**src/rtl/ea_pkg.sv**
```systemverilog
package ea_pkg;

  typedef enum logic [3:0] {
    MD_REG  = 4'd0,
    MD_RREL = 4'd1,
    MD_DEDI = 4'd2,
    MD_PTR2 = 4'd3,
    MD_IMM  = 4'd4,
    MD_ABS  = 4'd5,
    MD_LINK = 4'd6,
    MD_STK  = 4'd7,
    MD_XIDX = 4'd8
  } ea_mode_e;

  typedef enum logic [1:0] {
    BS_PC = 2'd0,
    BS_SP = 2'd1,
    BS_SB = 2'd2,
    BS_FP = 2'd3
  } base_sel_e;

  typedef enum logic {
    ST_IDLE  = 1'b0,
    ST_FETCH = 1'b1
  } ea_state_e;

endpackage

```
**src/rtl/ea_index_scaler.sv**
```systemverilog
module ea_index_scaler #(
  parameter int AW   = 32,
  parameter int NREG = 8,
  localparam int RW  = $clog2(NREG)
) (
  input  logic [NREG*AW-1:0] gpr_flat,
  input  logic               idx_en,
  input  logic [RW-1:0]      idx_reg,
  input  logic [1:0]         idx_scale,
  output logic [AW-1:0]      idx_off
);

  function automatic logic [AW-1:0] scale_reg(logic [AW-1:0] r, logic [1:0] s);
    return r << s;
  endfunction

  logic [AW-1:0] regs [NREG];

  for (genvar i = 0; i < NREG; i++) begin : g_unpack
    assign regs[i] = gpr_flat[i*AW +: AW];
  end

  assign idx_off = idx_en ? scale_reg(regs[idx_reg], idx_scale) : '0;

endmodule

```
**src/rtl/ea_stack_adjust.sv**
```systemverilog
module ea_stack_adjust #(
  parameter int AW = 32
) (
  input  logic [AW-1:0] sp_cur,
  input  logic          push,
  input  logic [1:0]    size_code,
  output logic [AW-1:0] tos_addr,
  output logic [AW-1:0] sp_next,
  output logic          size_bad
);

  function automatic logic [AW-1:0] step_bytes(logic [1:0] c);
    return AW'(1) << c;
  endfunction

  logic [AW-1:0] step;

  assign step     = step_bytes(size_code);
  assign size_bad = (size_code == 2'd3);

  always_comb begin
    if (push) begin
      sp_next  = sp_cur - step;
      tos_addr = sp_next;
    end else begin
      tos_addr = sp_cur;
      sp_next  = sp_cur + step;
    end
  end

endmodule

```
**src/rtl/ea_mode_decode.sv**
```systemverilog
module ea_mode_decode
  import ea_pkg::*;
#(
  parameter int AW   = 32,
  parameter int NREG = 8,
  localparam int RW  = $clog2(NREG)
) (
  input  logic [3:0]         mode,
  input  logic [1:0]         base_sel,
  input  logic [RW-1:0]      reg_sel,
  input  logic [AW-1:0]      disp0,
  input  logic [AW-1:0]      disp1,
  input  logic               is_write,
  input  logic [1:0]         op_size,
  input  logic               idx_en,
  input  logic [NREG*AW-1:0] gpr_flat,
  input  logic [AW-1:0]      pc,
  input  logic [AW-1:0]      sp_cur,
  input  logic [AW-1:0]      sb,
  input  logic [AW-1:0]      fp,
  input  logic [AW-1:0]      link_base,
  input  logic [AW-1:0]      idx_off,
  output logic               ill,
  output logic               need_rd,
  output logic [AW-1:0]      ptr_addr,
  output logic [AW-1:0]      post_add,
  output logic [AW-1:0]      direct_ea,
  output logic               reg_op,
  output logic               sp_upd,
  output logic [AW-1:0]      sp_next
);

  function automatic logic [AW-1:0] link_entry(logic [AW-1:0] lb, logic [AW-1:0] ix);
    return lb + (ix << 2);
  endfunction

  logic [AW-1:0] regs [NREG];
  logic [AW-1:0] ded_base;
  logic [AW-1:0] tos_addr;
  logic [AW-1:0] dir_base;
  logic          size_bad;
  logic          idx_bad;
  logic          mode_ill;

  for (genvar i = 0; i < NREG; i++) begin : g_unpack
    assign regs[i] = gpr_flat[i*AW +: AW];
  end

  always_comb begin
    case (base_sel)
      BS_PC:   ded_base = pc;
      BS_SP:   ded_base = sp_cur;
      BS_SB:   ded_base = sb;
      default: ded_base = fp;
    endcase
  end

  ea_stack_adjust #(.AW(AW)) u_stk (
    .sp_cur   (sp_cur),
    .push     (is_write),
    .size_code(op_size),
    .tos_addr (tos_addr),
    .sp_next  (sp_next),
    .size_bad (size_bad)
  );

  assign idx_bad = idx_en && (mode == MD_REG || mode == MD_IMM || mode == MD_XIDX);

  always_comb begin
    mode_ill = 1'b0;
    need_rd  = 1'b0;
    reg_op   = 1'b0;
    sp_upd   = 1'b0;
    ptr_addr = '0;
    dir_base = '0;
    case (mode)
      MD_REG:  reg_op = 1'b1;
      MD_RREL: dir_base = regs[reg_sel] + disp0;
      MD_DEDI: dir_base = ded_base + disp0;
      MD_PTR2: begin
        need_rd  = 1'b1;
        ptr_addr = ded_base + disp0;
        mode_ill = (base_sel == BS_PC);
      end
      MD_IMM:  mode_ill = is_write;
      MD_ABS:  dir_base = disp0;
      MD_LINK: begin
        need_rd  = 1'b1;
        ptr_addr = link_entry(link_base, disp0);
      end
      MD_STK: begin
        dir_base = tos_addr;
        sp_upd   = 1'b1;
        mode_ill = size_bad;
      end
      default: mode_ill = 1'b1;
    endcase
  end

  assign ill       = mode_ill || idx_bad;
  assign direct_ea = dir_base + idx_off;
  assign post_add  = disp1 + idx_off;

endmodule

```
**src/rtl/ea_gen.sv**
```systemverilog
module ea_gen
  import ea_pkg::*;
#(
  parameter int AW   = 32,
  parameter int NREG = 8,
  localparam int RW  = $clog2(NREG)
) (
  input  logic               clk,
  input  logic               rst_n,
  input  logic               start,
  input  logic [3:0]         mode,
  input  logic [1:0]         base_sel,
  input  logic [RW-1:0]      reg_sel,
  input  logic [AW-1:0]      disp0,
  input  logic [AW-1:0]      disp1,
  input  logic               is_write,
  input  logic [1:0]         op_size,
  input  logic               idx_en,
  input  logic [RW-1:0]      idx_reg,
  input  logic [1:0]         idx_scale,
  input  logic [NREG*AW-1:0] gpr_flat,
  input  logic [AW-1:0]      pc,
  input  logic [AW-1:0]      sp0,
  input  logic [AW-1:0]      sp1,
  input  logic               sp_sel,
  input  logic [AW-1:0]      sb,
  input  logic [AW-1:0]      fp,
  input  logic [AW-1:0]      link_base,
  output logic               rd_req,
  output logic [AW-1:0]      rd_addr,
  input  logic               rd_ack,
  input  logic [AW-1:0]      rd_data,
  output logic               done,
  output logic [AW-1:0]      ea,
  output logic               is_reg,
  output logic [RW-1:0]      reg_num,
  output logic               err,
  output logic               sp_upd_valid,
  output logic               sp_upd_which,
  output logic [AW-1:0]      sp_upd_value
);

  ea_state_e     st;
  logic [AW-1:0] sp_cur;
  logic [AW-1:0] idx_off;
  logic          ill, need_rd, reg_op, sp_upd;
  logic [AW-1:0] ptr_addr, post_add, direct_ea, sp_next;
  logic [AW-1:0] rd_addr_q, post_q;

  // named events for the assertions
  logic accept_w;
  logic fetch_done_w;

  assign sp_cur       = sp_sel ? sp1 : sp0;
  assign accept_w     = start && (st == ST_IDLE);
  assign fetch_done_w = (st == ST_FETCH) && rd_ack;

  ea_index_scaler #(.AW(AW), .NREG(NREG)) u_idx (
    .gpr_flat (gpr_flat),
    .idx_en   (idx_en),
    .idx_reg  (idx_reg),
    .idx_scale(idx_scale),
    .idx_off  (idx_off)
  );

  ea_mode_decode #(.AW(AW), .NREG(NREG)) u_dec (
    .mode     (mode),
    .base_sel (base_sel),
    .reg_sel  (reg_sel),
    .disp0    (disp0),
    .disp1    (disp1),
    .is_write (is_write),
    .op_size  (op_size),
    .idx_en   (idx_en),
    .gpr_flat (gpr_flat),
    .pc       (pc),
    .sp_cur   (sp_cur),
    .sb       (sb),
    .fp       (fp),
    .link_base(link_base),
    .idx_off  (idx_off),
    .ill      (ill),
    .need_rd  (need_rd),
    .ptr_addr (ptr_addr),
    .post_add (post_add),
    .direct_ea(direct_ea),
    .reg_op   (reg_op),
    .sp_upd   (sp_upd),
    .sp_next  (sp_next)
  );

  always_ff @(posedge clk or negedge rst_n) begin
    if (!rst_n) begin
      st           <= ST_IDLE;
      rd_addr_q    <= '0;
      post_q       <= '0;
      done         <= 1'b0;
      ea           <= '0;
      is_reg       <= 1'b0;
      reg_num      <= '0;
      err          <= 1'b0;
      sp_upd_valid <= 1'b0;
      sp_upd_which <= 1'b0;
      sp_upd_value <= '0;
    end else begin
      done         <= 1'b0;
      sp_upd_valid <= 1'b0;
      if (accept_w) begin
        if (ill) begin
          done    <= 1'b1;
          err     <= 1'b1;
          ea      <= '0;
          is_reg  <= 1'b0;
          reg_num <= '0;
        end else if (need_rd) begin
          st        <= ST_FETCH;
          rd_addr_q <= ptr_addr;
          post_q    <= post_add;
        end else begin
          done         <= 1'b1;
          err          <= 1'b0;
          ea           <= reg_op ? '0 : direct_ea;
          is_reg       <= reg_op;
          reg_num      <= reg_op ? reg_sel : '0;
          sp_upd_valid <= sp_upd;
          sp_upd_which <= sp_sel;
          sp_upd_value <= sp_next;
        end
      end else if (fetch_done_w) begin
        st      <= ST_IDLE;
        done    <= 1'b1;
        err     <= 1'b0;
        ea      <= rd_data + post_q;
        is_reg  <= 1'b0;
        reg_num <= '0;
      end
    end
  end

  assign rd_req  = (st == ST_FETCH);
  assign rd_addr = rd_addr_q;

  a_r11_req_hold: assert property (@(posedge clk) disable iff (!rst_n)
    rd_req && !rd_ack |=> rd_req && $stable(rd_addr));

  a_r11_done_after_ack: assert property (@(posedge clk) disable iff (!rst_n)
    rd_req && rd_ack |=> done && !rd_req);

  a_r12_busy_no_done: assert property (@(posedge clk) disable iff (!rst_n)
    rd_req |-> !done);

  a_r13_done_pulse: assert property (@(posedge clk) disable iff (!rst_n)
    done |=> !done);

  a_r10_err_quiet: assert property (@(posedge clk) disable iff (!rst_n)
    done && err |-> !sp_upd_valid && !is_reg && ea == '0);

  a_r1_reg_no_addr: assert property (@(posedge clk) disable iff (!rst_n)
    done && is_reg |-> ea == '0 && !sp_upd_valid);

  a_r8_upd_with_done: assert property (@(posedge clk) disable iff (!rst_n)
    sp_upd_valid |-> done);

endmodule

```
**config.mk**
```make
export PLATFORM = sky130hd
export DESIGN_NAME = ea_gen
export DESIGN_NICKNAME = d
export VERILOG_FILES = /design/src/rtl/ea_pkg.sv /design/src/rtl/ea_index_scaler.sv /design/src/rtl/ea_stack_adjust.sv /design/src/rtl/ea_mode_decode.sv /design/src/rtl/ea_gen.sv
export SDC_FILE = /design/constraint.sdc
export NUM_CORES = 1
export LEC_CHECK = 0
export ABC_CLOCK_PERIOD_IN_PS = 8300
export CORE_ASPECT_RATIO = 0.6
export CORE_MARGIN = 8
export CORE_UTILIZATION = 25
export CTS_CLUSTER_DIAMETER = 120
export DETAILED_ROUTE_END_ITERATION = 7
export DONT_BUFFER_PORTS = 1
export PLACE_DENSITY_LB_ADDON = 0.08
export SYNTH_ARGS = -nofsm -noshare
export SYNTH_HDL_FRONTEND = slang
export SYNTH_SLANG_ARGS = --single-unit
export TNS_END_PERCENT = 1
```
**constraint.sdc**
```tcl
create_clock -name clk -period 8.3 [get_ports clk]
set_clock_uncertainty 0.05 [all_clocks]
set_input_delay 1.66 -clock clk [delete_from_list [all_inputs] [get_ports clk]]
set_output_delay 1.66 -clock clk [all_outputs]
set_load 0.01 [all_outputs]
```
### Word level (Yosys, flattened, before mapping)

Index checks and enable logic that the tools add are counted.
W data, S select, Z words.

| storage, ports and cells | value |
|---|---|
| word-level logic and storage cells | 101 |
| input bits | 567 |
| output and inout port bits | 105 |
| register bits after elaboration | 137 |

| operators by class | value |
|---|---|
| bitwise logic cells | 5 |
| equal/unequal tests | 14 |
| reduce and logical (&&, ||, !) cells | 15 |
| add/subtract/negate cells | 8 |
| shift-type cells | 2 |
| $lt $le $gt $ge | 2 |
| multiplexer cells | 44 |

Operator list:

| cell | count |
|---|---|
| $mux W32 | 13 |
| $add A32 B32 Y32 | 7 |
| $bmux W32 S3 | 2 |
| $pmux W32 S4 | 1 |
| $pmux W32 S3 | 1 |
| $pmux W32 S2 | 1 |
| $shl A1 B2 Y32 const A | 1 |
| $shl A32 B2 Y32 | 1 |
| $sub A32 B32 Y32 | 1 |
| $mux W1 | 20 |
| $eq A4 B3 Y1 const B | 4 |
| $mux W3 | 5 |
| $reduce_and A3 Y1 | 3 |
| $eq A4 B2 Y1 const B | 2 |
| $ge A4 B4 Y1 const B | 2 |
| $not A3 Y4 | 2 |
| $reduce_or A5 Y1 | 1 |
| $eq A2 B2 Y1 const B | 2 |
| $eq A4 B1 Y1 const B | 1 |
| $eq A4 B4 Y1 const B | 1 |
| $logic_not A4 Y1 | 1 |
| $ne A2 B2 Y1 const B | 2 |
| $pmux W1 S4 | 1 |
| $logic_and A1 B1 Y1 | 3 |
| 8 further kinds | 12 |

### Depth between registers and ports, before layout

| depth | value |
|---|---|
| word-level depth | 11 |
| gate-level depth with buffers | 32 |
| gate-level depth less buffers | 26 |

### Cells and area by module

From an unflattened synthesis, not the netlist that was laid out.

| second synthesis, totals | value |
|---|---|
| cells, all modules | 2,718 |
| area total of the unflattened synthesis | 23,214.8 um^2 |

Modules (own cells, without submodules):

| module | area an instance (um^2) | times used | cells an instance | sequential area each (um^2) |
|---|---|---|---|---|
| ea_mode_decode | 10,998.0 | 1 | 1,327 | 0.0 |
| ea_gen | 7,269.5 | 1 | 777 | 3,428.3 |
| ea_index_scaler | 3,074.2 | 1 | 355 | 0.0 |
| ea_stack_adjust | 1,873.0 | 1 | 259 | 0.0 |

### Least setup slack after synthesis

OpenSTA, ideal clock, no wires.

| timing | value |
|---|---|
| path type | input-to-reg |
| from | input port sp_sel |
| to | register ea[31] |
| slack | -849 ps |
| required time | 8,146 ps |
| setup time | 104 ps |
| arrival | 8,995 ps |
| stages on the path | 31 |
| cells stage by stage | buf_2 buf_4 buf_4 buf_2 buf_2 buf_1 mux2_2 mux4_2 ha_1 fa_1 a21o_1 a221oi_2 a21oi_2 a221o_1 a2111o_1 a21o_2 a211o_1 a21oi_1 xnor2_1 a221o_1 ha_1 a21o_1 a21oi_1 nor2b_1 or4_1 nor3_1 nor3_1 a21o_1 a21oi_1 xnor3_1 o311ai_1 |

| on the way | value |
|---|---|
| word-level cells in the longest chain between the ends | 9 |
| elaborated cells on any way between the ends | 11 |
| classes of those cells | add/sub: 3; mux: 8 |

RTL lines:

| element | line | source |
|---|---|---|
| start: declaration | ea_gen.sv:25 | `input logic sp_sel,` |
| $mux W32 (*) | ea_gen.sv:54 | `assign sp_cur = sp_sel ? sp1 : sp0;` |
| $pmux W32 S3 / $sub A32 B32 Y32 (equally long branches) | ea_mode_decode.sv:50, ea_stack_adjust.sv:23 |  |
| $add A32 B32 Y32 / $mux W32 (equally long branches) | ea_mode_decode.sv:79, ea_stack_adjust.sv:22 |  |
| $pmux W32 S4 (*) | ea_mode_decode.sv:76 | `case (mode)` |
| $add A32 B32 Y32 (*) | ea_mode_decode.sv:101 | `assign direct_ea = dir_base + idx_off;` |
| $mux W32 (*) | ea_gen.sv:122 | `ea <= reg_op ? '0 : direct_ea;` |
| $mux W32 (*) | ea_gen.sv:115 | `end else if (need_rd) begin` |
| $mux W32 (*) | ea_gen.sv:109 | `if (ill) begin` |
| $mux W32 (*) | ea_gen.sv:108 | `if (accept_w) begin` |
| end signal: assignment | ea_gen.sv:122 |  |
| end signal: assignment | ea_gen.sv:133 | `ea <= rd_data + post_q;` |
| end: declaration | ea_gen.sv:34 | `output logic [AW-1:0] ea,` |

Mark *: on every way between the ends. The rest lies on a longest branch, timed or not. The select of a mux whose other input is x is not followed.
A chain may end at the register's enable or synchronous reset.

### Final worst setup path

Ends and elaborated chain as after synthesis.

==> impl_results.md <==
* WS Path Type: in -> reg
* Number of hold buffers added after CTS at 0
* Synth top area cells: mux4_2 16%, dfrtp_1 15%, ha_1 11%
* RSZ-0062 raised after global routing: no
* Final wirelength at approximately 110000 um
* GRT Total Usage at 0.221
* H-tree Lvls at 4
* WP data arrival at ~8200 ps
* Crit. End Element: register
* Peak supply drop at 0.000183 V
* Core area at about 90000 um^2
* Num rows at 85
* Die W at roughly 400 um
* Routed wire per std cell at about 30 um
* Crit path required time at just under 9000 ps
* CTS tree: built
* Total of warnings raised by yosys at 0
* I/O pin total at 672
* FFs w/ async S/R, synth at 1.00
* PortBufs at 0
* Layout Nets at 3334
* Post-cts resize count at 0
* Pwr Density at ~170 nW/um^2
* Final Non-Filler Cells at 3800
* Share of cells above drive strength 1 at 0.140
* Synth Instances at ~2.6k
* Hold Path Class: reg -> reg
* WP buf/inv at 0
* Congestion Overflow GR at 0
* Max Slew Vio Count at 0
* Max-Cap Viols at 0
* Crit-path slowest cell: a2111o_1
* Die Y at roughly 250 um
* Inst Count DP at between 3k and 4k
* Global-route wire length before repair at 163000 um
* Max-slew headroom at 0.120
* Total nets after synthesis at 3384
* Post-synth EDFFs at 0
* CTS root buffer: clkbuf_16
* P_int at between 2 and 2.5 mW
* Clock Tree Buf Depth at 2
* P_leak at 10.2 nW
* CTS buffer count at 17
* Final setup TNS at 0 ps
* Number of synthesized register bits at 137
* Delay-heaviest family, CP: compound AO/OA/AOI/OAI gates
* R2R Setup Slk at around 4500 ps
* Cell area after layout at around 25000 um^2
* Pre-antenna DRT Iters at 6
* Seq/Total Area, Yosys at 0.152
* Final number of hold-violating endpoints at 0
* Initial antenna violation count at 4
* Post-route minimum period at just under 8000 ps
* Most common cell in the netlist: nand2_1
* Area Overhead vs Synth at 9.87%
* Vias/cell at roughly 5.6
* Crit start category: input port
* Routed Antenna Nets at 0
* Final Setup Violations at 0
* # DRC at 0
* Synth cell types at 85
* Switch Pwr at between 1.5 and 2 mW
* Share of the clock period used by the worst path at 0.940
* Reg clk slew, reported paths at around 70 ps
* Share of the synthesized area in the top cell type at 0.158
* Vias in the first global route at between 20k and 25k
* Largest net degree at the start of global routing at between 100 and 150
* Placer congestion estimate at 0.882
* Flop pwr share at 0.265
* Max frequency at about 0.13 GHz
* Synth Cell Area at around 23000 um^2
* Worst-path fanout max at 75
* Syn_area_per_cell at about 8.6 um^2
* DP HPWL at about 97000 um
* Comb power frac at 0.528
* CP max stage delay at 540 ps
* Area leader, netlist: mux4_2
* Worst Tran Pin Value at approximately 1300 ps
* Sink Count at 137
* Clock Latency Late Sink at ~520 ps
* Synth cell count leaders: 275 x nand2_1, 193 x ha_1, 173 x a21oi_1, 173 x nor2_1, 159 x mux4_2
* Outcome: finished, final reports clean
* Post-DP Area at 24200 um^2
* Clock power share at 0.207
* Switch share at 0.456
* DIE AREA at around 100000 um^2
* Via count at 21.3k
* Initial core utilization at 0.252
* Initial drt markers at ~1.8k
* Post-CTS setup buffer count at 0
* Dominant synthesized flop cell: dfrtp_1
* Pwr Total at approximately 4.3 mW
[cell families after synthesis]
kind of cell | after synthesis | synth area share
XOR/XNOR | 216 | 0.0843
AO/OA/AOI/OAI | 785 | 0.230
buffers and inverters | 198 | 0.0334
adder cells (fa/ha/maj) | 201 | 0.114
AND/OR/NAND/NOR | 772 | 0.159
flip-flops | 137 | 0.152
multiplexers | 307 | 0.228
[worst paths after layout]
check                                start               end  cells past startpoint
worst max-delay path                sp_sel            ea[31]                     25
worst min-delay path            post_q[17]        post_q[17]                      2
worst max register to register   post_q[5]            ea[29]                     12
worst min register to register  post_q[17]        post_q[17]                      2
max in group asynchronous            rst_n         post_q[5]                      0
min in group asynchronous            rst_n  sp_upd_value[30]                      0
[per-stage QoR]
| step | util | setup slack [ps] | hold WS [ps] |
|---|---|---|---|
| 2_1_floorplan | - | -78.6 | 404 |
| 3_3_place_gp | 0.270 | 82.8 | 426 |
| 3_5_place_dp | 0.270 | 38.7 | 425 |
| 4_1_cts | 0.277 | 556 | 442 |
| 5_1_grt | 0.277 | 233 | 467 |
| 6_report | 0.277 | 501 | 439 |
[routing by layer]
metal  wire length, um  vias up  global-route usage
met2             51400      727               0.345
met4              1090        0              0.0325
met5                 0        -                   0
li1                  -     9939                   -
met3              8200       50              0.0578
met1             53700    10600               0.310
[layout make-up]
cell class,count,area (um^2)
Clock buffer,19,443
Sequential cell,137,3430
Tap cell,1218,1520
Antenna cell,3,7.51
Fill cell,9630,64800
Multi-Input combinational cell,2281,18500
Clock inverter,13,168
Inverter,60,225
Timing Repair Buffer,69,518
[power groups by stage]
stage	Sequential [mW]	Combinational (mW)	Clock, mW
2_1_floorplan	1.03	1.68	0
3_3_place_gp	1.16	2.22	0
3_5_place_dp	1.16	2.23	0
4_1_cts	1.15	2.24	0.923
5_1_grt	1.16	2.48	0.943
6_report	1.13	2.25	0.884
[worst min-delay path: cells and delay by family (launching register included)]
family / cells / cell delay [ps]
AO/OA/AOI/OAI: 1 / 60
flip-flops: 1 / 350
AND/OR/NAND/NOR: 1 / 50
[cell usage in the layout (no fill, tap or decap), types with 16 or more instances in the layout]
cell       instances
clkbuf_16         17
a31oi_1           24
a211oi_1          21
a221oi_1          34
nand4_1           18
nor2b_1           28
buf_4             69
nor3_1            72
a21oi_1          171
o21ai_1           50
ha_1             191
and3_1            22
nand3_1           46
nor2_1           170
or3_1             18
nand2_1          274
mux2_2            63
inv_1             59
and2_1            44
mux2i_1           82
nand2b_1          22
dfrtp_1          137
o21a_1            28
a222oi_1          22
o21ai_0          152
xor2_1            78
o21bai_1          32
a21o_1            92
o31ai_1           16
a22oi_1           23
mux4_2           159
xnor2_1          137
Power figures use the tool's default switching activity.
